--- src/rtl/mdd_pkg.sv ---
package mdd_pkg;
   localparam int unsigned LINES = 4;
   localparam int unsigned STAT_W = 2 * LINES;

   typedef enum int unsigned {
      LN_CTS = 0,
      LN_DSR = 1,
      LN_RI  = 2,
      LN_DCD = 3
   } line_e;

   typedef logic [LINES-1:0] line_vec_t;

   // one bit per line set when only a fall of the level is a change
   localparam line_vec_t TRAIL_ONLY_RI = line_vec_t'(1) << LN_RI;
endpackage

--- src/rtl/mdd_sync.sv ---
module mdd_sync #(
   parameter int unsigned WIDTH   = 4,
   parameter int unsigned STAGES  = 2,
   parameter logic        RST_VAL = 1'b1
) (
   input  logic             clk,
   input  logic             rst,
   input  logic [WIDTH-1:0] d,
   output logic [WIDTH-1:0] q
);
   generate
      if (STAGES < 2) begin : g_bad_stages
         $error("mdd_sync: STAGES must be at least 2");
      end
      if (WIDTH < 1) begin : g_bad_width
         $error("mdd_sync: WIDTH must be at least 1");
      end
   endgenerate

   logic [WIDTH-1:0] chain [STAGES];

   generate
      for (genvar s = 0; s < STAGES; s++) begin : g_stage
         if (s == 0) begin : g_first
            always_ff @(posedge clk) begin
               if (rst) chain[s] <= {WIDTH{RST_VAL}};
               else     chain[s] <= d;
            end
         end else begin : g_next
            always_ff @(posedge clk) begin
               if (rst) chain[s] <= {WIDTH{RST_VAL}};
               else     chain[s] <= chain[s-1];
            end
         end
      end
   endgenerate

   assign q = chain[STAGES-1];
endmodule

--- src/rtl/mdd_edge.sv ---
module mdd_edge #(
   parameter int unsigned      WIDTH      = 4,
   parameter logic [WIDTH-1:0] TRAIL_MASK = '0
) (
   input  logic             clk,
   input  logic             rst,
   input  logic [WIDTH-1:0] lvl,
   output logic [WIDTH-1:0] hit
);
   logic [WIDTH-1:0] lvl_prev;

   always_ff @(posedge clk) begin
      if (rst) lvl_prev <= '0;
      else     lvl_prev <= lvl;
   end

   generate
      for (genvar i = 0; i < WIDTH; i++) begin : g_line
         if (TRAIL_MASK[i]) begin : g_trail
            assign hit[i] = lvl_prev[i] & ~lvl[i];
         end else begin : g_any
            assign hit[i] = lvl_prev[i] ^ lvl[i];
         end
      end
   endgenerate
endmodule

--- src/rtl/mdd_flags.sv ---
module mdd_flags #(
   parameter int unsigned WIDTH = 4
) (
   input  logic             clk,
   input  logic             rst,
   input  logic [WIDTH-1:0] hit,
   input  logic             clr,
   output logic [WIDTH-1:0] flags
);
   logic [WIDTH-1:0] keep;

   assign keep = clr ? '0 : flags;

   always_ff @(posedge clk) begin
      if (rst) flags <= '0;
      else     flags <= keep | hit;
   end
endmodule

--- src/rtl/modem_delta_detect.sv ---
module modem_delta_detect #(
   parameter int unsigned SYNC_STAGES   = 2,
   parameter bit          RI_TRAIL_ONLY = 1'b1
) (
   input  logic       clk,
   input  logic       rst,
   input  logic       cts_n,
   input  logic       dsr_n,
   input  logic       ri_n,
   input  logic       dcd_n,
   input  logic       loop_en,
   input  logic       ctl_rts,
   input  logic       ctl_dtr,
   input  logic       ctl_out1,
   input  logic       ctl_out2,
   input  logic       stat_rd,
   input  logic       hs_irq_en,
   output logic [7:0] stat_q,
   output logic       hs_irq
);
   import mdd_pkg::*;

   localparam line_vec_t TRAIL_MASK = RI_TRAIL_ONLY ? TRAIL_ONLY_RI : '0;

   generate
      if (STAT_W != 8) begin : g_bad_stat
         $error("modem_delta_detect: status byte must be 8 bits");
      end
   endgenerate

   line_vec_t pin_n, pin_sync_n, loop_lvl, lvl, hit, flags;

   assign pin_n[LN_CTS] = cts_n;
   assign pin_n[LN_DSR] = dsr_n;
   assign pin_n[LN_RI]  = ri_n;
   assign pin_n[LN_DCD] = dcd_n;

   assign loop_lvl[LN_CTS] = ctl_rts;
   assign loop_lvl[LN_DSR] = ctl_dtr;
   assign loop_lvl[LN_RI]  = ctl_out1;
   assign loop_lvl[LN_DCD] = ctl_out2;

   mdd_sync #(
      .WIDTH   (LINES),
      .STAGES  (SYNC_STAGES),
      .RST_VAL (1'b1)
   ) u_sync (
      .clk (clk),
      .rst (rst),
      .d   (pin_n),
      .q   (pin_sync_n)
   );

   assign lvl = loop_en ? loop_lvl : ~pin_sync_n;

   mdd_edge #(
      .WIDTH      (LINES),
      .TRAIL_MASK (TRAIL_MASK)
   ) u_edge (
      .clk (clk),
      .rst (rst),
      .lvl (lvl),
      .hit (hit)
   );

   mdd_flags #(
      .WIDTH (LINES)
   ) u_flags (
      .clk   (clk),
      .rst   (rst),
      .hit   (hit),
      .clr   (stat_rd),
      .flags (flags)
   );

   assign stat_q = {lvl, flags};
   assign hs_irq = hs_irq_en & (|flags);
endmodule

--- config.mk ---
export PLATFORM = sky130hd
export DESIGN_NAME = modem_delta_detect
export DESIGN_NICKNAME = d
export VERILOG_FILES = /design/src/rtl/mdd_pkg.sv /design/src/rtl/mdd_sync.sv /design/src/rtl/mdd_edge.sv /design/src/rtl/mdd_flags.sv /design/src/rtl/modem_delta_detect.sv
export SDC_FILE = /design/constraint.sdc
export NUM_CORES = 1
export LEC_CHECK = 0
export BUFFER_PORTS_ARGS = -buffer_cell sky130_fd_sc_hd__clkbuf_2
export CORE_MARGIN = 2
export CORE_UTILIZATION = 46
export DETAILED_ROUTE_END_ITERATION = 10
export PLACE_DENSITY = 0.75
export SLEW_MARGIN = 20
export SYNTH_ARGS = -nofsm -noshare
export SYNTH_HDL_FRONTEND = slang
export SYNTH_SLANG_ARGS = --single-unit
--- constraint.sdc ---
create_clock -name clk -period 1.2 [get_ports clk]
set_clock_uncertainty 0.15 [all_clocks]
set_input_delay 0.24 -clock clk [delete_from_list [all_inputs] [get_ports clk]]
set_output_delay 0.24 -clock clk [all_outputs]
set_load 0.01 [all_outputs]
* Word level (Yosys, flattened, before mapping)
Memory sizes are Yosys's and may differ from the RTL's.
Index checks and enable logic that the tools add are counted.
W data, S select, Z words.
** Storage, ports and cells
- Register bits :: 8
- Bits of input ports :: 13
- Memories :: 1
- Bits in writable memories :: 8
- Word-level logic and storage cells :: 21
** Cells by class
- Bitwise operators :: 10
- Multiplexer cells :: 7
- Reduce and logical (&&, ||, !) cells :: 1
** Memory list
- u_sync.chain :: depth 2, width 4, rd ports 2, clocked after memory_dff 0, wr ports 2, RTL line mdd_sync.sv:20 : logic [WIDTH-1:0] chain [STAGES];
** Operators with widths (number)
- $mux W4 :: 4
- $not A4 Y4 :: 1
- $or A4 B4 Y4 :: 1
- $reduce_or A4 Y1 :: 1
- $mux W1 :: 3
- $xor A1 B1 Y1 :: 3
- $and A1 B1 Y1 :: 2
- $or A1 B1 Y1 :: 2
- $not A1 Y1 :: 1

* Logic depth before layout (Yosys ltp)
- Word-level depth :: 5
- Mapped depth :: 4

* Modules after synthesis
From an unflattened synthesis, not the netlist that was laid out.
** Second synthesis, totals
- Cells, all modules :: 53
- Area, all modules :: 534.3 µm²
** By module, submodules not included
- mdd_sync :: area an instance 210.2 µm², sequential area each 160.2 µm², cells an instance 16, instances 1
- mdd_flags :: area an instance 140.1 µm², sequential area each 80.1 µm², cells an instance 16, instances 1
- mdd_edge :: area an instance 137.6 µm², sequential area each 80.1 µm², cells an instance 12, instances 1
- modem_delta_detect :: area an instance 46.3 µm², sequential area each 0.0 µm², cells an instance 9, instances 1

* Worst setup path after synthesis
OpenSTA, ideal clock, no wires.
- Path type :: register -> output
- From :: register u_flags.flags[1]
- To :: output port hs_irq
- Path slack :: 26 ps
- Arrival time :: 784 ps
- Cell stages (with the launch flop) :: 2
- Data required time :: 810 ps
- Path buffers :: 0
- Cell sequence :: dfxtp_1 -> o41a_1
** On the way
- Cells in the longest elaborated chain, start to end :: 2
** RTL lines
- from (decl) :: RTL line mdd_flags.sv:8 : output logic [WIDTH-1:0] flags
- from (signal assigned) :: RTL line mdd_flags.sv:16 : else flags <= keep | hit;
- $reduce_or A4 Y1 :: RTL line modem_delta_detect.sv:77 : assign hs_irq = hs_irq_en & (|flags);
- $and A1 B1 Y1 :: RTL line modem_delta_detect.sv:77
- to (decl) :: RTL line modem_delta_detect.sv:19 : output logic hs_irq
Every way passes these cells.

* Final worst setup path
- From :: register u_flags.flags[2]
- To :: output port hs_irq
Same word-level chain as after synthesis.

==> impl_metrics.tcl <==
set metrics [dict create \
    synth.most_common_cell "dfxtp_1" \
    n_fill_cell 106 \
    synth_fa_ha_area_frac 0 \
    grt_max_degree 13 \
    place_area_sq_um 781 \
    synth_seq_area_share 0.510 \
    synth_top_family_by_area "simple AND/OR/NAND/NOR gates" \
    worstPathRequired_ns 0.81 \
    drv_cap 0 \
    area_growth_pct 45.0 \
    cellPowerDensity_nw_per_um2 1230 \
    detail-route-antenna-nets 0 \
    cp_slowest_stage_delay_ns 0.41 \
    drt_wl_total_mm 1.12 \
    timing.final.ws_setup_ns -0.345 \
    synth_edf_count 0 \
    syn_inst 55 \
    ff2ff_setup_slack_ns 0.03 \
    yosysWarnings 0 \
    whs_endpoint "u_flags.flags[0]" \
    crit_buf_inv 1 \
    insertion_delay_ns 0.28 \
    antenna_cells 0 \
    grt_pass1_wl_mm 1.61 \
    clockBufferDepth 2 \
    worst_hold_path_type "in2reg" \
    drive_gt1_frac 0.626 \
    wl_per_cell_um 10.5 \
    crit_start "u_flags.flags[2]" \
    path_cells "o41a_1 > clkbuf_2" \
    ys_ff_latch 16 \
    synth-xor-area-share 0 \
    cts_made_buffers 3 \
    drc 0 \
    crit_family "compound AO/OA/AOI/OAI gates" \
    final_cells 106 \
    reg2reg_to "u_flags.flags[3]" \
    min_period_ns 1.54 \
    layout.nets 105 \
    multi_input_area_sq_um 308 \
    dp_cells 95 \
    cts.reportedPaths.clkPinSlew_ns 0.09 \
    yosys.area_share.simple 0.261 \
    root_buffer "clkbuf_4" \
    grt_pass1_vias 421 \
    antenna_found_initial 0 \
    core_area_sq_um 1280 \
    yosys.area.top_type "dfxtp_1" \
    netlist.area_leader.share 0.510 \
    end_kind "primary output" \
    ir_worst_vdd_mv 0.901 \
    maxSlewViolCount 0 \
    slew_headroom 0.749 \
    crit_path_max_fanout 2 \
    outcome "complete, but fails checks" \
    start_kind "register" \
    hpwl_um 788 \
    synth_compound_gate_area_share 0.203 \
    rsz0062_at_grt "yes" \
    dr_total_vias 504 \
    die_x_um 41.0 \
    die_h_um 41.0 \
    slowest_stage "o41a_1" \
    die-area_sq_um 1680 \
    htree_levels 1 \
    rows 13 \
    synth-main-ff-cell "dfxtp_1" \
    regArea_sq_um 329 \
    arrival_ns 1.15 \
    synth_area_sq_um 628 \
    fmax_mhz 647 \
    reg2regPathDepth 3 \
    avgSynthCellArea_sq_um 11.4 \
    overflow 0 \
    cp_num_cells 2 \
    synthMuxAreaShare 0 \
    start_util 0.489 \
    p_leak_nw 0.417 \
    io-pin-count 22 \
    synthTopCellsByArea "dfxtp_1 (51%), nor2b_1 (8.0%), or2_2 (8.0%), a2111oi_4 (4.4%), a211oi_2 (4.0%)" \
    syn_nets 68 \
    synth-async-reset-ratio 0 \
    gp_congestion 0.648 \
    via_per_inst 4.75 \
    violations "setup timing" \
    tightest_slew_ns 0.376 \
    finalHoldViolCount 0 \
    cts_tree "built" \
    finalCritPeriodShare 1.29 \
    reg2reg_from "u_flags.flags[3]" \
    crit_type "reg2out" \
    design_area_sq_um 911 \
    cts_num_sinks 16 \
    hold_path.startpoint "rst" \
    track_usage 0.154 \
    whs_ns 0.0954 \
    portBuffers 21 \
    setup_violations 6 \
    hold-path-cell-count 2 \
    first_pass_iters 4 \
    synthTopCellsByCount "dfxtp_1 (16), nor2b_1 (8), or2_2 (8)" \
    first_iter_violations 11 \
    synth.distinct_cells 19 \
]
## report_power, final
group / switching [mW] / leakage [nW] / internal (mW)
registers: 0.0148 / 0.133 / 0.564
logic: 0.0805 / 0.263 / 0.108
clock network: 0.166 / 0.0210 / 0.185
total: 0.262 / 0.417 / 0.857
## layer usage
layer	up-vias	global-route usage	wire, um
met1	222	0.195	537
met4	0	0.100	13
met2	21	0.223	494
met5	-	0	0
met3	2	0.0489	71
li1	259	-	-
## cell families (layout without fill, tap and decap cells)
group                  count (synthesis)  count (layout)
AOI/OAI and AO/OA                     12              12
buffers and inverters                  2              38
and+or+nand+nor                       25              25
DFF                                   16              16
## state kept, by name, indices dropped and copies added, names as in the netlist
register and flops:
u_flags.flags 4, u_sync.chain 8, u_edge.lvl_prev 4
## per-stage QoR
step           worst slack (ns)  power (mW)   util  TNS, ns
6_report                 -0.345        1.12  0.709    -1.02
5_1_grt                  -0.401        1.18  0.709    -1.33
4_1_cts                  -0.353        1.12  0.697    -1.04
3_5_place_dp             -0.130       0.751  0.608   -0.854
3_3_place_gp             -0.104       0.746  0.608   -0.622
2_1_floorplan            0.0263       0.682      -        0
## cell type report
type / count / area share
clock buffers: 4 / 0.0398
flip-flops and latches: 16 / 0.361
multi-input cells: 37 / 0.338
repair buffers: 34 / 0.240
well taps: 15 / 0.0206
## worst max-delay path by stage
stage,slack (ns),to
after floorplan,0.03,hs_irq
after global placement,-0.10,u_flags.flags[1]
after detailed placement,-0.13,u_flags.flags[1]
after CTS,-0.35,hs_irq
after global routing,-0.40,hs_irq
final,-0.34,hs_irq
## cell usage in the layout, fill, tap and decap left out, types with 2 or more instances in the layout
| master | n |
|---|---|
| a211oi_2 | 2 |
| a21o_1 | 3 |
| and2b_1 | 3 |
| buf_2 | 2 |
| buf_4 | 9 |
| clkbuf_2 | 18 |
| clkbuf_4 | 3 |
| dfxtp_1 | 9 |
| dfxtp_2 | 7 |
| dlygate4sd3_1 | 4 |
| nor2_4 | 3 |
| nor2b_1 | 7 |
| or2_2 | 8 |
## timing repair
item,4_1_cts,5_1_grt
pin swaps,2,1
gates resized for setup,6,10
hold buffers,4,0
endpoints found under the setup margin,5,12
endpoints found under the hold margin,4,0
setup buffers,4,1
No activity file was read; power rests on OpenSTA's default activity.
